===== src/rtl/wpg_pkg.sv =====
package wpg_pkg;
  localparam int SR_W      = 8;
  localparam int SR_PINEN  = 7;
  localparam int SR_BP_HI  = 3;
  localparam int SR_BP_LO  = 2;
  localparam int SR_WEL    = 1;
  localparam int SR_BUSY   = 0;

  typedef enum logic [1:0] {
    BP_NONE  = 2'b00,
    BP_TOP_Q = 2'b01,
    BP_TOP_H = 2'b10,
    BP_ALL   = 2'b11
  } bp_e;
endpackage


===== src/rtl/wpg_wel_busy.sv =====
module wpg_wel_busy (
  input  logic clk_i,
  input  logic rst_ni,
  input  logic set_i,
  input  logic clr_i,
  input  logic start_i,
  input  logic done_i,
  output logic wel_o,
  output logic busy_o
);
  logic wel_q, busy_q;

  always_ff @(posedge clk_i or negedge rst_ni) begin
    if (!rst_ni) begin
      wel_q  <= 1'b0;
      busy_q <= 1'b0;
    end else begin
      if (busy_q && done_i)   wel_q <= 1'b0;
      else if (clr_i)         wel_q <= 1'b0;
      else if (set_i)         wel_q <= 1'b1;

      if (start_i)            busy_q <= 1'b1;
      else if (done_i)        busy_q <= 1'b0;
    end
  end

  assign wel_o  = wel_q;
  assign busy_o = busy_q;
endmodule


===== src/rtl/wpg_prot_bits.sv =====
module wpg_prot_bits
  import wpg_pkg::*;
#(
  parameter bp_e  RST_BP    = BP_NONE,
  parameter logic RST_PINEN = 1'b0
) (
  input  logic       clk_i,
  input  logic       rst_ni,
  input  logic       load_i,
  input  logic       pinen_d_i,
  input  logic [1:0] bp_d_i,
  output logic       pinen_o,
  output bp_e        bp_o
);
  logic pinen_q;
  bp_e  bp_q;

  always_ff @(posedge clk_i or negedge rst_ni) begin
    if (!rst_ni) begin
      pinen_q <= RST_PINEN;
      bp_q    <= RST_BP;
    end else if (load_i) begin
      pinen_q <= pinen_d_i;
      bp_q    <= bp_e'(bp_d_i);
    end
  end

  assign pinen_o = pinen_q;
  assign bp_o    = bp_q;
endmodule


===== src/rtl/wpg_region_chk.sv =====
module wpg_region_chk
  import wpg_pkg::*;
(
  input  bp_e        bp_i,
  input  logic [1:0] quarter_i,
  output logic       prot_o
);
  always_comb begin
    unique case (bp_i)
      BP_NONE:  prot_o = 1'b0;
      BP_TOP_Q: prot_o = (quarter_i == 2'b11);
      BP_TOP_H: prot_o = quarter_i[1];
      default:  prot_o = 1'b1;
    endcase
  end
endmodule


===== src/rtl/wp_guard_unit.sv =====
module wp_guard_unit
  import wpg_pkg::*;
#(
  parameter int   ADDR_W    = 14,
  parameter bp_e  RST_BP    = BP_NONE,
  parameter logic RST_PINEN = 1'b0
) (
  input  logic              clk_i,
  input  logic              rst_ni,
  input  logic              wen_set_i,
  input  logic              wen_clr_i,
  input  logic              sr_wr_i,
  input  logic [SR_W-1:0]   sr_data_i,
  input  logic              arr_wr_i,
  input  logic [ADDR_W-1:0] arr_addr_i,
  input  logic              wr_done_i,
  input  logic              wp_ni,
  output logic [SR_W-1:0]   status_o,
  output logic              sr_grant_o,
  output logic              sr_deny_o,
  output logic              arr_grant_o,
  output logic              arr_deny_o
);
  localparam int QTR_LSB = ADDR_W - 2;

  logic wel, busy, pinen, prot, pin_lock, sr_ok, arr_ok;
  bp_e  bp;
  logic unused_inputs;

  assign unused_inputs = ^{sr_data_i[6:4], sr_data_i[1:0], arr_addr_i[QTR_LSB-1:0]};

  wpg_wel_busy u_wel (
    .clk_i   (clk_i),
    .rst_ni  (rst_ni),
    .set_i   (wen_set_i),
    .clr_i   (wen_clr_i),
    .start_i (sr_grant_o | arr_grant_o),
    .done_i  (wr_done_i),
    .wel_o   (wel),
    .busy_o  (busy)
  );

  wpg_prot_bits #(.RST_BP(RST_BP), .RST_PINEN(RST_PINEN)) u_prot (
    .clk_i     (clk_i),
    .rst_ni    (rst_ni),
    .load_i    (sr_grant_o),
    .pinen_d_i (sr_data_i[SR_PINEN]),
    .bp_d_i    (sr_data_i[SR_BP_HI:SR_BP_LO]),
    .pinen_o   (pinen),
    .bp_o      (bp)
  );

  wpg_region_chk u_region (
    .bp_i      (bp),
    .quarter_i (arr_addr_i[ADDR_W-1:QTR_LSB]),
    .prot_o    (prot)
  );

  assign pin_lock = pinen & ~wp_ni;
  assign sr_ok    = wel & ~busy & ~pin_lock;
  assign arr_ok   = wel & ~busy & ~prot & ~sr_wr_i;  // status write has priority

  assign sr_grant_o  = sr_wr_i  &  sr_ok;
  assign sr_deny_o   = sr_wr_i  & ~sr_ok;
  assign arr_grant_o = arr_wr_i &  arr_ok;
  assign arr_deny_o  = arr_wr_i & ~arr_ok;

  always_comb begin
    if (busy) begin
      status_o = '1;
    end else begin
      status_o                    = '0;
      status_o[SR_PINEN]          = pinen;
      status_o[SR_BP_HI:SR_BP_LO] = bp;
      status_o[SR_WEL]            = wel;
    end
  end
endmodule


===== config.mk =====
export PLATFORM = sky130hd
export DESIGN_NAME = wp_guard_unit
export DESIGN_NICKNAME = d
export VERILOG_FILES = /design/src/rtl/wpg_pkg.sv /design/src/rtl/wpg_wel_busy.sv /design/src/rtl/wpg_prot_bits.sv /design/src/rtl/wpg_region_chk.sv /design/src/rtl/wp_guard_unit.sv
export SDC_FILE = /design/constraint.sdc
export NUM_CORES = 1
export LEC_CHECK = 0
export ABC_AREA = 1
export BUFFER_PORTS_ARGS = -buffer_cell sky130_fd_sc_hd__buf_2
export CAP_MARGIN = 20
export CORE_AREA = 2 2 39 41
export DETAILED_ROUTE_END_ITERATION = 8
export DIE_AREA = 0 0 41 43
export GPL_TIMING_DRIVEN = 0
export HOLD_SLACK_MARGIN = 0.05
export PLACE_DENSITY = 0.61
export RECOVER_POWER = 100
export SYNTH_ARGS = -nofsm -noshare
export SYNTH_HDL_FRONTEND = slang
export SYNTH_SLANG_ARGS = --single-unit

===== constraint.sdc =====
create_clock -name clk_i -period 1.04 [get_ports clk_i]
set_input_delay 0.104 -clock clk_i [delete_from_list [all_inputs] [get_ports clk_i]]
set_output_delay 0.104 -clock clk_i [all_outputs]
set_load 0.05 [all_outputs]

## After elaboration in Yosys (flattened, before gate mapping)

Cells that the tools add are included.

| storage, ports and cells | value |
|---|---|
| register bits after elaboration | 5 |
| input port bits | 30 |
| output and inout port bits | 12 |
| logic and storage cells | 35 |

| operators by class | value |
|---|---|
| equality and inequality tests | 3 |
| muxes and demuxes | 7 |
| bitwise operators | 17 |
| reductions and logical operators | 4 |

Operators by type and width:

| operator | number |
|---|---|
| 1-bit AND | 9 |
| 8-bit 2-to-1 mux | 1 |
| 1-bit NOT | 7 |
| 1-bit 2-to-1 mux | 5 |
| 2-bit == test, second input constant | 2 |
| 1-bit one-hot mux with 3 select lines | 1 |
| 3-bit nonzero test | 1 |
| 2-bit by 1-bit == test with 1-bit output, second input constant | 1 |
| 2-bit zero test | 1 |
| 2-bit nonzero test | 1 |
| 1-bit logical AND | 1 |
| 1-bit OR | 1 |

## Longest topological paths before layout

Gate-level depths: netlist of the first run.

| logic depth | value |
|---|---|
| word-level depth | 8 |
| depth in mapped cells | 6 |
| gate-level depth less buffers | 6 |

## By module

Synthesis of the first run repeated with hierarchy kept, for this count alone.

| second synthesis, totals | value |
|---|---|
| cell total of the unflattened synthesis | 45 |
| area, all modules | 336.6 µm² |

By module, submodules not included:

| module | instances | cells an instance | area each (µm²) | seq. area each (µm²) |
|---|---|---|---|---|
| wp_guard_unit | 1 | 20 | 127.6 | 0.0 |
| wpg_prot_bits | 1 | 13 | 112.6 | 75.1 |
| wpg_wel_busy | 1 | 9 | 82.6 | 50.0 |
| wpg_region_chk | 1 | 3 | 13.8 | 0.0 |

## Least setup slack after synthesis of the first run

Ideal clock, no wire load.

| timing path | value |
|---|---|
| path type | register -> output |
| from | register u_wel.busy_q, in the netlist u_wel.busy_o |
| to | output port arr_deny_o |
| arrival | 1.756 ns |
| data required time | 0.936 ns |
| slack | -0.820 ns |
| cell stages (with the launch flop) | 5 |
| buffers on the path | 0 |
| cell sequence | dfrtp_1 inv_2 nand3_1 nor2_1 a21boi_0 |

| on the way | value |
|---|---|
| word-level cells in the longest chain between the ends | 6 |

Ends and longest elaborated chain:

| item | line | source |
|---|---|---|
| start, declared | wpg_wel_busy.sv:11 | `logic wel_q, busy_q;` |
| start signal, assigned | wpg_wel_busy.sv:16 | `busy_q <= 1'b0;` |
| start signal, assigned | wpg_wel_busy.sv:22 | `if (start_i) busy_q <= 1'b1;` |
| start signal, assigned | wpg_wel_busy.sv:23 | `else if (done_i) busy_q <= 1'b0;` |
| 1-bit NOT | wp_guard_unit.sv:61 | `assign arr_ok = wel & ~busy & ~prot & ~sr_wr_i;` |
| 1-bit AND (3 in series) | wp_guard_unit.sv:61 |  |
| 1-bit NOT | wp_guard_unit.sv:66 | `assign arr_deny_o = arr_wr_i & ~arr_ok;` |
| 1-bit AND | wp_guard_unit.sv:66 |  |
| end, declared | wp_guard_unit.sv:22 | `output logic arr_deny_o` |

Every way passes these cells.

## Worst setup path in the final report of the first run

| timing path | value |
|---|---|
| from | register u_wel.busy_q, in the netlist u_wel.busy_o |
| to | output port status_o[2] |

| on the way | value |
|---|---|
| word-level cells in the longest chain between the ends | 1 |

Ends and longest elaborated chain:

| item | line | source |
|---|---|---|
| 8-bit 2-to-1 mux | wp_guard_unit.sv:69 | `if (busy) begin` |
| end, declared | wp_guard_unit.sv:18 | `output logic [SR_W-1:0] status_o,` |

Every way passes these cells.

==> metrics, run 1 <==
H-tree levels 1; crit share post-route 131%; clk_lat worst skew 240 ps; sequential area share after synthesis 37.9%; FF-to-FF Start u_wel.busy_o$_DFFE_PN0P_; CTS sink count 5; area grow syn2layout 120%; Post-Syn Instances 48; Critical Path Start u_wel.busy_o$_DFFE_PN0P_; layout cells sized above 1 62.8%; first-pass GRT wire length 1370 um; most common cell after layout, fill and taps aside nand2_1; Worst Setup Start Kind flop; Total Negative Setup Slacks -2700 ps; Hold Vio Cnt, Final 0; Fmax 0.731 GHz; Placed Area 512 um2; number of vias per cell 4.10; P_leak 0.000391 uW; post-route cell area 728 um2; global route overflow 0; Placeable Area 1380 um2; Clock Skew 1.77 ps; syn_nets 78; reg2reg end u_wel.busy_o$_DFFE_PN0P_; unrepaired setup endpoints after global routing yes; worst stage delay on the critical path 430 ps; per-cell routed wire length 9.56 um; synthesized area per cell 6.88 um2; hold_ws 59.7 ps; vias 418; ranking of synthesized cells by area dfrtp_1, nand2_1, buf_4; cells along the critical path buf_4, or2_2, buf_6; Final WS setup -327 ps; Die X 41 um; ANT nets after route 0; TritonCTS buffer count 3; TritonCTS clock tree built; Starting Density 23.9%; Routed WL 975 um; port bufs 24; Yosys cell types 15; R2R depth 7; worst min path class primary input to flop; Critical Path AT 1260 ps; Slew Viols, Final 0; Setup Viol. Count Final 13; most frequent cells in the layout nand2_1, buf_2, buf_4; CP max FO 6; GPL Wtd Cong 0.710; status finished with violations; area share of the largest cell type after synthesis 37.9%; Antenna Diode Count 0; Yosys top cell by area dfrtp_1; Setup WS pre-CTS -286 ps; die boundary height 43 um; synthesized area 330 um2; failing checks setup timing; Worst EP required 940 ps; CP max stage cell dfrtp_2; worst-margin pin slew 287 ps; row cnt 14; DIE AREA 1760 um2; Max-Cap Viols 0; Critical Path Sink Type output pin; Ys Warns 0; io pins 42; worst setup path end status_o[2]; DR pass1 iterations 4; Root Driver clkbuf_4; fillers 134; largest net degree at the start of global routing 7; initial antenna violation count 0; Remaining DRCs 0; fin crit period 1370 ps; Clock Tree Buf Depth 2; Tot GR Track Use 11.7%; power per standard cell area 2340 nW/um2; synthesized flop and latch total 5; peak supply drop 0.895 mV; hpwl dp 604 um; Design Power 1700 uW; Worst-path clk slew 40 ps; vias in the first global route 354; 1st-iter DRT viols 4; reg2reg setup slack -140 ps; # nets final 117; slew margin rel. 80.9%; CP Class flop to output pin; worst hold start sr_data_i[2]
==> power breakdown <==
group	leakage [uW]	switching, uW	internal, uW	total, uW
Combinational	0.000314	689	459	1150
Clock	0.0000150	80.8	145	226
Sequential	0.0000618	65.1	262	327
Total	0.000391	835	865	1700
==> cell type report <==
| class | instances | area, um2 | area share, % |
|---|---|---|---|
| clock buffer | 4 | 26.3 | 3.61 |
| tap | 16 | 20.0 | 2.75 |
| buffer | 4 | 30.0 | 4.12 |
| inverter | 9 | 42.5 | 5.84 |
| timing repair buffer | 34 | 290 | 39.9 |
| multi-input combinational | 30 | 193 | 26.5 |
| sequential | 5 | 126 | 17.4 |
==> worst max-delay path: cells and delay by family, from the launching register on <==
kind / cells / cell delay (ps)
flip-flops: 1 / 430
buffers and inverters: 2 / 320
AND/OR/NAND/NOR: 1 / 280
==> synth_stat cells (all sizes together) <==
| cell type | number |
|---|---|
| nand2 | 18 |
| inv | 8 |
| dfrtp | 5 |
| buf | 4 |
| nand3 | 3 |
| nor2 | 3 |
| or2 | 3 |
| a211oi | 1 |
| a21boi | 1 |
| a21oi | 1 |
| clkinv | 1 |
==> registers in the layout, summed over array words and instances, names as in the netlist <==
signal / flops
u_wel.wel_o: 1
u_prot.bp_o: 2
u_prot.pinen_o: 1
u_wel.busy_o: 1
==> routing by layer <==
layer / vias up / track usage [%] / wire length, um
li1: 215 / - / -
met1: 183 / 12.5 / 375
met2: 18 / 19.7 / 531
met3: 2 / 1.57 / 63
met4: 0 / 8.00 / 4
met5: - / 0 / 0
==> stage by stage <==
step,util [%],instances
final,52.6,102
after global routing,52.6,102
after CTS,51.0,101
after detailed placement,37.0,88
after global placement,37.0,88
after floorplan,-,48
==> what timing repair did <==
action,4_1_cts,5_1_grt
setup endpoints to repair,16,16
hold buffers,4,0
pin swaps,2,0
gates cloned,0,0
gates resized for setup,31,4
endpoints found under the hold margin,8,0
buffers inserted,5,2
==> how the worst min path moves through the flow <==
| stage | to | cells past startpoint |
|---|---|---|
| after floorplan | u_prot.bp_o[0]$_DFFE_PN0P_ | 0 |
| after global routing | u_wel.wel_o$_DFFE_PN0P_ | 2 |
| after global placement | u_prot.bp_o[0]$_DFFE_PN0P_ | 1 |
| after detailed placement | u_wel.wel_o$_DFFE_PN0P_ | 1 |
| after CTS | u_prot.bp_o[0]$_DFFE_PN0P_ | 3 |
| final | u_prot.bp_o[0]$_DFFE_PN0P_ | 3 |
==> cell families (layout without fill, tap and decap cells) <==
| group | Yosys count | after routing | share of synthesized area (%) |
|---|---|---|---|
| compound gates | 3 | 3 | 6.06 |
| buf+inv | 13 | 51 | 19.7 |
| flops | 5 | 5 | 37.9 |
| simple gates | 27 | 27 | 36.4 |
No activity file was read; power rests on OpenSTA's default activity.
==> run 2, diff against run 1 <==
Settings changed: ABC_AREA 1 to unset, GPL_TIMING_DRIVEN 0 to 1, PLACE_DENSITY 0.61 to 0.6.
==> run 2 against run 1 <==
Net effect: the run still ends with setup timing left; core utilization fell by 1.8 points; total power rose by 10%; non-clock buffer count is 4 lower; synthesized cell count fell by 38%; clock skew rose by 3.2 ps; via count is 16% lower; die area stayed put; worst setup slack worse by 300 ps; synthesized area shrank 3.0%; worst hold slack better by 6.8 ps; sequential share of layout area rose by 0.62 points; critical path type unchanged; largest cell class unchanged.
==> metrics, run 2 <==
status finished with violations (unchanged); failing checks setup timing (unchanged); global route overflow 0 (unchanged); Critical Path Sink Type output pin (unchanged); Clock Tree Buf Depth 2 (unchanged); reg2reg setup slack -390 ps (was -140 ps); Setup WS pre-CTS -457 ps (was -286 ps); Routed WL 932 um (was 975 um); sequential area share after synthesis 39.1% (was 37.9%); synthesized area 320 um2 (was 330 um2); number of vias per cell 4.44 (was 4.10); Hold Vio Cnt, Final 0 (unchanged); ANT nets after route 0 (unchanged); per-cell routed wire length 11.8 um (was 9.56 um); fin crit period 1670 ps (was 1370 ps); Cell Int Power 1050 uW (was 865 uW); P_leak 0.000343 uW (was 0.000391 uW); row cnt 14 (unchanged); Setup Viol. Count Final 16 (was 13); Switching Share 44.1% (was 49.1%); post-synthesis adder-cell area fraction 0% (unchanged); largest net degree at the start of global routing 7 (unchanged); CP max FO 4 (was 6); post-layout util 50.8% (was 52.6%); port bufs 24 (unchanged); Simple-Gate Fraction of Synth Area 21.5% (was 36.4%); Slew Viols, Final 0 (unchanged); CP max stage cell or3b_4 (was dfrtp_2); Antenna Diode Count 0 (unchanged); Max-Cap Viols 0 (unchanged); layout cells sized above 1 77.8% (was 62.8%); worst-margin pin slew 280 ps (was 287 ps); Starting Density 23.1% (was 23.9%); Main synth FF type dfrtp_1 (unchanged); Worst EP required 940 ps (about the same); M1 WL 384 um (was 375 um); switching power 825 uW (was 835 uW); max reg flops 2 (unchanged); Fmax 0.600 GHz (was 0.731 GHz); most frequent cells in the layout buf_2, buf_8, buf_6 (was nand2_1, buf_2, buf_4); Die X 41 um (unchanged); slew margin rel. 81.4% (was 80.9%); multi-input combinational cell area 206 um2 (was 193 um2); GPL Wtd Cong 0.824 (was 0.710); cells along the critical path or3b_4, a221oi_4, buf_4, nor2b_2, buf_6 (was buf_4, or2_2, buf_6); CP Class flop to output pin (unchanged); Placeable Area 1380 um2 (unchanged); Yosys top cell by area dfrtp_1 (unchanged); # nets final 94 (was 117); Logic pwr share 69.6% (was 67.5%); TritonCTS clock tree built (unchanged); crit share post-route 160% (was 131%); largest family of logic cells by synthesized area simple AND/OR/NAND/NOR gates (unchanged); DR pass1 iterations 3 (was 4); worst stage delay on the critical path 400 ps (was 430 ps); Tot GR Track Use 12.8% (was 11.7%); synthesized area per cell 10.7 um2 (was 6.88 um2); R2R depth 5 (was 7); met3 WL 75 um (was 63 um); die boundary height 43 um (unchanged); H-tree levels 1 (unchanged); io pins 42 (unchanged); reg2reg end u_prot.pinen_o$_DFFE_PN0P_ (was u_wel.busy_o$_DFFE_PN0P_); Remaining DRCs 0 (unchanged); worst min path class primary input to flop (unchanged); CTS sink count 5 (unchanged); complex-gate fraction of the synthesized area 14.8% (was 6.06%); Yosys cell types 17 (was 15); fillers 140 (was 134); worst setup path end arr_deny_o (was status_o[2]); unrepaired setup endpoints after global routing yes (unchanged); placed cell count 70 (was 88); Worst-path clk slew 40 ps (about the same); sequential cell fraction of total power 18.1% (was 19.2%); power per standard cell area 2660 nW/um2 (was 2340 nW/um2); peak supply drop 0.811 mV (was 0.895 mV); Post-Syn Instances 30 (was 48); syn_nets 60 (was 78); Final WS setup -626 ps (was -327 ps); synthesized flop and latch total 5 (unchanged); number of synthesized flops with an enable pin 0 (unchanged); Critical Path Start u_wel.wel_o$_DFFE_PN0P_ (was u_wel.busy_o$_DFFE_PN0P_); vias in the first global route 357 (was 354); 1st-iter DRT viols 3 (was 4); Clock Power Share 12.3% (was 13.3%); Reg area 126 um2 (unchanged); Top Layer Used met3 (was met4); area share of the largest cell type after synthesis 39.1% (was 37.9%); Total Negative Setup Slacks -5300 ps (was -2700 ps); Worst Setup Start Kind flop (unchanged); clk_lat worst skew 240 ps (about the same); ranking of synthesized cells by area dfrtp_1, mux2_1, buf_4 (was dfrtp_1, nand2_1, buf_4); cell with the most instances after synthesis dfrtp_1 (was nand2_1); final std cells w/o fill 79 (was 102); DIE AREA 1760 um2 (unchanged); TritonCTS buffer count 3 (unchanged); Buf+Inv Stages, Crit Path 2 (unchanged); Async SR Flop Fraction 100% (unchanged); first-pass GRT wire length 1530 um (was 1370 um); area grow syn2layout 120% (about the same); Root Driver clkbuf_4 (unchanged); vias 351 (was 418); Stages on worst setup path 5 (was 3); Clock Skew 4.94 ps (was 1.77 ps); FF-to-FF Start u_wel.busy_o$_DFFE_PN0P_ (unchanged); initial antenna violation count 0 (unchanged); hpwl dp 650 um (was 604 um); most common cell after layout, fill and taps aside buf_2 (was nand2_1); crit-path leading delay family simple AND/OR/NAND/NOR gates (was flip-flops); top cells by count, synth dfrtp_1, buf_4, or2_2 (was nand2_1, inv_1, dfrtp_1); Critical Path AT 1560 ps (was 1260 ps); Ys Warns 0 (unchanged); Post-Synth XOR/XNOR Area 0% (unchanged); Routed met2 length 471 um (was 531 um); mux cell area share after synthesis 10.5% (was 0%)
-- run 2: cell types whose count changed in the layout (fill, tap and decap cells not counted), moves of 4 or more --
cell,change
buf_4,-6
buf_6,-4
nand2_1,-15
or2_4,+4
buf_8,+7
-- run 2: worst register-to-register path, stage by stage (launching register included) --
cell and delay [ps]:
dfrtp_2 390, clkbuf_2 120, buf_6 140, nor2b_4 110, and3_4 240, mux2_4 300
-- run 2: worst min-delay path by stage --
stage | start | to | slack, ps | cells after the start
2_1_floorplan | rst_ni | u_prot.bp_o[0]$_DFFE_PN0P_ | -190 | 0
3_3_place_gp | rst_ni | u_prot.pinen_o$_DFFE_PN0P_ | -70 | 1
3_5_place_dp | rst_ni | u_prot.pinen_o$_DFFE_PN0P_ | -70 | 1
4_1_cts | wr_done_i | u_wel.wel_o$_DFFE_PN0P_ | 60 | 2
5_1_grt | wr_done_i | u_wel.wel_o$_DFFE_PN0P_ | 70 | 2
6_report | wr_done_i | u_wel.wel_o$_DFFE_PN0P_ | 70 | 2
-- run 2: cell type report --
class                           instances  area share (%)
Clock buffer                            4            3.74
Inverter                                1           0.534
Multi-Input combinational cell         19            29.4
Sequential cell                         5            18.0
Tap cell                               16            2.85
Timing Repair Buffer                   34            45.6
-- run 2: power groups by stage --
stage / sequential [uW] / clock [uW] / combinational [uW]
4_1_cts: 331 / 235 / 1250
3_5_place_dp: 331 / 0 / 875
6_report: 340 / 229 / 1300
3_3_place_gp: 325 / 0 / 872
5_1_grt: 354 / 244 / 1370
2_1_floorplan: 334 / 0 / 715
-- run 2: logic make-up (layout without fill, tap and decap cells) --
kind of cell	Yosys count	count (layout)
mux	3	3
buf+inv	6	39
flops	5	5
compound gates	5	5
simple gates	11	11
-- run 2: through the flow --
step	area [um2]	power (uW)	hold WS, ps
floorplan	338	1050	-192
global placement	474	1200	-73.4
detailed placement	474	1210	-74.7
CTS	671	1820	64.6
global route	703	1970	67.9
finish	703	1870	66.4
-- run 2: routing by layer --
layer | GRT usage [%] | up-vias
met5 | 0 | -
met4 | 6.00 | 0
met3 | 2.09 | 0
met2 | 20.3 | 16
met1 | 16.0 | 168
li1 | - | 167
-- run 2: what timing repair did --
item,in CTS,in global routing
gates cloned,1,0
endpoints found under the setup margin,16,16
pin swaps,3,3
hold buffers,2,0
endpoints found under the hold margin,6,0
gates resized for setup,43,8
setup buffers,1,2
